[config.mk]
export PLATFORM = sky130hd
export DESIGN_NAME = dll_off_sequencer
export DESIGN_NICKNAME = d
export VERILOG_FILES = /design/src/rtl/dll_off_pkg.sv /design/src/rtl/dll_off_gap_timer.sv /design/src/rtl/dll_off_stable_mon.sv /design/src/rtl/dll_off_sequencer.sv
export SDC_FILE = /design/constraint.sdc
export NUM_CORES = 1
export LEC_CHECK = 0
export ABC_AREA = 1
export BUFFER_PORTS_ARGS = -buffer_cell sky130_fd_sc_hd__buf_2
export CAP_MARGIN = 20
export CELL_PAD_IN_SITES_DETAIL_PLACEMENT = 1
export CELL_PAD_IN_SITES_GLOBAL_PLACEMENT = 2
export CORE_MARGIN = 1.5
export CORE_UTILIZATION = 26
export CTS_CLUSTER_SIZE = 12
export DETAILED_ROUTE_END_ITERATION = 10
export PLACE_DENSITY_LB_ADDON = 0.1
export SLEW_MARGIN = 10
export SYNTH_ARGS = -nofsm -noshare
export SYNTH_HDL_FRONTEND = slang
export SYNTH_SLANG_ARGS = --single-unit
[constraint.sdc]
create_clock -name clk -period 5.1 [get_ports clk]
set_clock_uncertainty 0.2 [all_clocks]
set_input_delay 1.02 -clock clk [delete_from_list [all_inputs] [get_ports clk]]
set_output_delay 1.02 -clock clk [all_outputs]
set_load 0.01 [all_outputs]
[src/rtl/dll_off_pkg.sv]
package dll_off_pkg;

  typedef enum logic [2:0] {
    CMD_NOP  = 3'd0,
    CMD_MRS  = 3'd1,
    CMD_SRE  = 3'd2,
    CMD_SRX  = 3'd3,
    CMD_ZQCL = 3'd4
  } cmd_e;

  typedef enum logic [2:0] {
    ST_IDLE,
    ST_MR1,
    ST_SRE,
    ST_FREQ,
    ST_XS,
    ST_MRW,
    ST_ZQ,
    ST_DONE
  } seq_st_e;

  localparam logic [1:0] SEL_MR0 = 2'd0;
  localparam logic [1:0] SEL_MR1 = 2'd1;
  localparam logic [1:0] SEL_MR2 = 2'd2;

endpackage

[src/rtl/dll_off_gap_timer.sv]
module dll_off_gap_timer #(
  parameter int TW = 8
) (
  input  logic          clk,
  input  logic          rst,
  input  logic          load_i,
  input  logic [TW-1:0] len_i,
  output logic          expired_o
);
  localparam logic [TW-1:0] ONE = TW'(1);

  logic [TW-1:0] cnt_q;
  logic [TW-1:0] len_eff;

  // a programmed zero is stretched to one cycle
  assign len_eff = (len_i == '0) ? ONE : len_i;

  always_ff @(posedge clk) begin
    if (rst) begin
      cnt_q <= '0;
    end else if (load_i) begin
      cnt_q <= len_eff - ONE;
    end else if (cnt_q != '0) begin
      cnt_q <= cnt_q - ONE;
    end
  end

  assign expired_o = (cnt_q == '0);

endmodule

[src/rtl/dll_off_stable_mon.sv]
module dll_off_stable_mon #(
  parameter int TW = 8
) (
  input  logic          clk,
  input  logic          rst,
  input  logic          en_i,
  input  logic          stable_i,
  input  logic [TW-1:0] need_i,
  output logic          hit_o
);
  localparam logic [TW-1:0] ONE = TW'(1);

  logic [TW-1:0] run_q;
  logic [TW-1:0] need_eff;

  assign need_eff = (need_i == '0) ? ONE : need_i;

  // run_q counts earlier consecutive high samples in the window
  always_ff @(posedge clk) begin
    if (rst || !en_i || !stable_i) begin
      run_q <= '0;
    end else if (run_q != '1) begin
      run_q <= run_q + ONE;
    end
  end

  assign hit_o = en_i && stable_i && (run_q >= need_eff - ONE);

endmodule

[src/rtl/dll_off_sequencer.sv]
module dll_off_sequencer
  import dll_off_pkg::*;
#(
  parameter int TW = 8,
  parameter int AW = 14
) (
  input  logic          clk,
  input  logic          rst,
  input  logic          start_i,
  input  logic          mem_idle_i,
  input  logic          clk_stable_i,
  input  logic          odt_req_i,
  input  logic          rtt_nom_en_i,
  input  logic          rtt_wr_en_i,
  input  logic          zq_en_i,
  input  logic [TW-1:0] t_mod_i,
  input  logic [TW-1:0] t_cksre_i,
  input  logic [TW-1:0] t_cksrx_i,
  input  logic [TW-1:0] t_xs_i,
  input  logic [TW-1:0] t_ckesr_i,
  input  logic [AW-1:0] mr0_cfg_i,
  input  logic [AW-1:0] mr1_cfg_i,
  input  logic [AW-1:0] mr2_cfg_i,
  output logic [2:0]    cmd_o,
  output logic [1:0]    mr_sel_o,
  output logic [AW-1:0] mr_data_o,
  output logic          cke_o,
  output logic          odt_o,
  output logic          freq_req_o,
  output logic          done_o,
  output logic          err_o
);
  localparam logic [AW-1:0] DLL_DIS_BIT = AW'(1);

  seq_st_e       st_q, st_n;
  logic          idx_q, idx_n;
  logic          term_q, term_n;
  cmd_e          cmd_n;
  logic [1:0]    sel_n;
  logic [AW-1:0] dat_n;
  logic          gap_ld;
  logic [TW-1:0] gap_len;
  logic          gap_exp;
  logic          ckesr_ld;
  logic          ckesr_exp;
  logic          stab_hit;
  logic          accept;
  logic          busy_n;

  cmd_e          cmd_q;
  logic [1:0]    sel_q;
  logic [AW-1:0] dat_q;
  logic          cke_q, odt_q, freq_q, done_q, err_q;

  dll_off_gap_timer #(.TW(TW)) u_gap (
    .clk       (clk),
    .rst       (rst),
    .load_i    (gap_ld),
    .len_i     (gap_len),
    .expired_o (gap_exp)
  );

  dll_off_gap_timer #(.TW(TW)) u_ckesr (
    .clk       (clk),
    .rst       (rst),
    .load_i    (ckesr_ld),
    .len_i     (t_ckesr_i),
    .expired_o (ckesr_exp)
  );

  dll_off_stable_mon #(.TW(TW)) u_stab (
    .clk      (clk),
    .rst      (rst),
    .en_i     (st_q == ST_FREQ),
    .stable_i (clk_stable_i),
    .need_i   (t_cksrx_i),
    .hit_o    (stab_hit)
  );

  always_comb begin
    st_n     = st_q;
    idx_n    = idx_q;
    cmd_n    = CMD_NOP;
    sel_n    = SEL_MR0;
    dat_n    = '0;
    gap_ld   = 1'b0;
    gap_len  = t_mod_i;
    ckesr_ld = 1'b0;
    accept   = 1'b0;
    unique case (st_q)
      ST_IDLE, ST_DONE: begin
        if (start_i && mem_idle_i) begin
          accept = 1'b1;
          st_n   = ST_MR1;
          cmd_n  = CMD_MRS;
          sel_n  = SEL_MR1;
          dat_n  = mr1_cfg_i | DLL_DIS_BIT;
          gap_ld = 1'b1;
        end
      end
      ST_MR1: begin
        if (gap_exp) begin
          st_n     = ST_SRE;
          cmd_n    = CMD_SRE;
          gap_ld   = 1'b1;
          gap_len  = t_cksre_i;
          ckesr_ld = 1'b1;
        end
      end
      ST_SRE: begin
        if (gap_exp) st_n = ST_FREQ;
      end
      ST_FREQ: begin
        if (stab_hit && ckesr_exp) begin
          st_n    = ST_XS;
          cmd_n   = CMD_SRX;
          gap_ld  = 1'b1;
          gap_len = t_xs_i;
        end
      end
      ST_XS: begin
        if (gap_exp) begin
          st_n   = ST_MRW;
          idx_n  = 1'b0;
          cmd_n  = CMD_MRS;
          sel_n  = SEL_MR2;
          dat_n  = mr2_cfg_i;
          gap_ld = 1'b1;
        end
      end
      ST_MRW: begin
        if (gap_exp) begin
          if (!idx_q) begin
            idx_n  = 1'b1;
            cmd_n  = CMD_MRS;
            sel_n  = SEL_MR0;
            dat_n  = mr0_cfg_i;
            gap_ld = 1'b1;
          end else if (zq_en_i) begin
            st_n  = ST_ZQ;
            cmd_n = CMD_ZQCL;
          end else begin
            st_n = ST_DONE;
          end
        end
      end
      ST_ZQ: st_n = ST_DONE;
      default: st_n = ST_IDLE;
    endcase
  end

  // termination setting captured at start and again at self-refresh entry
  assign term_n = (accept || ckesr_ld) ? (rtt_nom_en_i || rtt_wr_en_i) : term_q;
  assign busy_n = (st_n != ST_IDLE) && (st_n != ST_DONE);

  always_ff @(posedge clk) begin
    if (rst) begin
      st_q   <= ST_IDLE;
      idx_q  <= 1'b0;
      term_q <= 1'b0;
      cmd_q  <= CMD_NOP;
      sel_q  <= SEL_MR0;
      dat_q  <= '0;
      cke_q  <= 1'b1;
      odt_q  <= 1'b0;
      freq_q <= 1'b0;
      done_q <= 1'b0;
      err_q  <= 1'b0;
    end else begin
      st_q   <= st_n;
      idx_q  <= idx_n;
      term_q <= term_n;
      cmd_q  <= cmd_n;
      sel_q  <= sel_n;
      dat_q  <= dat_n;
      cke_q  <= !((st_n == ST_SRE) || (st_n == ST_FREQ));
      odt_q  <= odt_req_i && !(busy_n && term_n);
      freq_q <= (st_n == ST_FREQ);
      done_q <= (st_n == ST_DONE);
      err_q  <= start_i && !accept;
    end
  end

  assign cmd_o      = cmd_q;
  assign mr_sel_o   = sel_q;
  assign mr_data_o  = dat_q;
  assign cke_o      = cke_q;
  assign odt_o      = odt_q;
  assign freq_req_o = freq_q;
  assign done_o     = done_q;
  assign err_o      = err_q;

endmodule

==> qor.csv <==
metric,value,unit
cellLeakagePower,2.25,nW
crit_family,simple AND/OR/NAND/NOR gates,
fin_crit_sh,0.891,
clock_latency,300,ps
slowest_stage,ha_2,
grt_start_max_net_pins,22,
post-cts-setup-buffer-count,0,
cp_num_buf_inv,5,
synth_edf_count,0,
min_path_type,register to register,
yosysSeqAreaShare,0.323,
syn_area,3280,µm²
arrival,4520,ps
die_area,13300,µm²
cts_hold_buf,0,
antenna_found_initial,0,
start_util,0.270,
whs,300,ps
crit_type,input port to register,
vias,3537,
port_buffers,113,
status,"complete, no violations",
ys_types,41,
clock_sinks,53,
syn_inst,507,
gr-usage-all-layers,0.157,
async_flop_share,0,
drc_errors,0,
htreeDepth,2,
worst_slack,556,ps
clk_pin_slew_worst_paths,70,ps
setup_violations,0,
ys_ff_latch,53,
fp.dieW,115,µm
ir_drop,143,µV
grt_pass1_vias,3579,
hold_violations,0,
period_needed,4540,ps
antenna_left,0,
cp_max_fo,9,
grt_pass1_wl,16600,µm
wl_per_cell,12.7,µm
syn2layout_area_growth,28.1,%
ios,115,
required,5080,ps
first_pass_iters,4,
maxSlewViolCount,0,
slew_headroom,0.497,
dp_hpwl,8060,µm
cp_slowest_stage_delay,280,ps
drt_iter0_drc,127,
cts_tree,done,
worst_pin_slew,754,ps
crit_path_start_kind,input port,
syn_area_per_cell,6.48,µm²
die_y,115,µm
cp-end-kind,register,
synth_nets,610,
grt.overflow.total,0,
rows,40,
cts_root_buffer,clkbuf_16,
max_cap_viol_count,0,
coreArea,12200,µm²
drt-total-wl,10100,µm
post_drt_via_cell_ratio,4.47,
rsz0062_at_grt,no,
power_density,361,nW/µm²
finalSetupTns,0,ps
numCtsBuffers,5,
ys_warn_count,0,
drive_gt1_frac,0.242,
pre_cts_ws,-12.1,ps
fmax,220,MHz
num-nets-final,725,
cts_max_path_buffers,2,
diodes,0,
synth_flop_cell,dfxtp_1,
gp_congestion,0.732,
==> kinds of logic after synthesis <==
family	Yosys count	synth area share
AND/OR/NAND/NOR	250	0.336
buffers and inverters	107	0.126
AO/OA/AOI/OAI	74	0.138
flip-flops	53	0.323
adder cells (fa/ha/maj)	12	0.0457
XOR/XNOR	7	0.0187
multiplexers	4	0.0122
==> sequential cells by signal (all words and copies together), names as in the netlist, 2 cells and up <==
signal	cells
u_ckesr.cnt_q	8
mr_sel_o	2
mr_data_o	14
cmd_o	3
u_gap.cnt_q	8
u_stab.run_q	8
st_q	3
==> tightest hold or removal path, stage by stage, from the launching register on <==
cell and delay [ps]:
dfxtp_1 330, nand2_1 70, a21oi_1 50
==> worst paths after layout <==
kind / start / cells past startpoint / endpoint / slack [ps]
worst max register to register: st_q[1] / 20 / u_gap.cnt_q[6] / 1820
worst min-delay path: u_stab.run_q[6] / 2 / u_stab.run_q[6] / 300
worst max-delay path: t_cksrx_i[3] / 30 / u_gap.cnt_q[6] / 560
worst min register to register: u_stab.run_q[6] / 2 / u_stab.run_q[6] / 300
==> cell usage after synthesis, types with 4 or more instances <==
cell type | n | area [µm²]
nand2_1 | 128 | 480
inv_1 | 90 | 338
nor2_1 | 59 | 221
dfxtp_1 | 53 | 1060
a21oi_1 | 29 | 145
nand3_1 | 23 | 115
o21ai_0 | 16 | 80.1
o221ai_1 | 14 | 123
ha_1 | 12 | 150
nor3_1 | 8 | 40.0
clkbuf_1 | 7 | 26.3
or2_2 | 6 | 37.5
nand4_1 | 5 | 31.3
inv_2 | 4 | 15.0
mux2i_1 | 4 | 40.0
nand3b_1 | 4 | 30.0
xnor2_1 | 4 | 35.0
==> layer usage <==
layer	global-route usage	vias to the layer above	share of wire
met1	0.194	1611	0.45
met2	0.275	89	0.47
li1	-	1832	-
met5	0	-	0
met3	0.0385	5	0.065
met4	0.0395	0	0.011
==> power by group <==
group / internal [mW] / switching, mW / total, mW
Sequential: 0.483 / 0.0342 / 0.518
Combinational: 0.243 / 0.417 / 0.660
Clock: 0.183 / 0.158 / 0.341
Total: 0.909 / 0.609 / 1.52
==> what timing repair did <==
item                                    4_1_cts  5_1_grt
hold endpoints to repair                      0        0
endpoints found under the setup margin        0        2
gates resized for setup                       0        3
==> cell type report <==
type                    instances  area (µm²)
well taps                     168         210
fillers                      1610        7960
repair buffers                118         603
inverters                      97         367
flip-flops and latches         53        1060
clock inverters                 2        15.0
multi-input cells             347        1820
clock buffers                   6         129
==> cells in the final DEF, fill, tap and decap left out, types with 2 or more instances in the layout <==
cell	synthesis	routed
nand2_1	128	128
buf_2	2	113
inv_1	90	90
nor2_1	59	59
dfxtp_1	53	53
a21oi_1	29	29
nand3_1	23	22
o21ai_0	16	16
o221ai_1	14	14
ha_1	12	11
nor3_1	8	7
or2_2	6	6
nand4_1	5	5
clkbuf_16	0	5
buf_4	0	5
inv_2	4	4
nand3b_1	4	4
mux2i_1	4	4
xnor2_1	4	4
nand2_2	3	3
o21ai_1	3	3
xor2_1	3	3
a31oi_1	3	3
nor2_4	2	2
nor3_4	2	2
a211oi_1	2	2
nor2_2	2	2
clkinv_1	2	2
nor3_2	1	2
or2_1	2	2
nor4_1	2	2
o21bai_1	2	2
clkinvlp_4	0	2
==> metrics by stage <==
step / instance area, µm² / power [mW] / cells / util
after detailed placement: 4050 / 1.20 / 783 / 0.333
after floorplan: 3280 / 0.998 / 507 / -
after global routing: 4210 / 1.66 / 791 / 0.346
after global placement: 4050 / 1.18 / 783 / 0.333
final: 4210 / 1.52 / 791 / 0.346
after CTS: 4190 / 1.55 / 791 / 0.345
(Power assumes the default switching activity.)
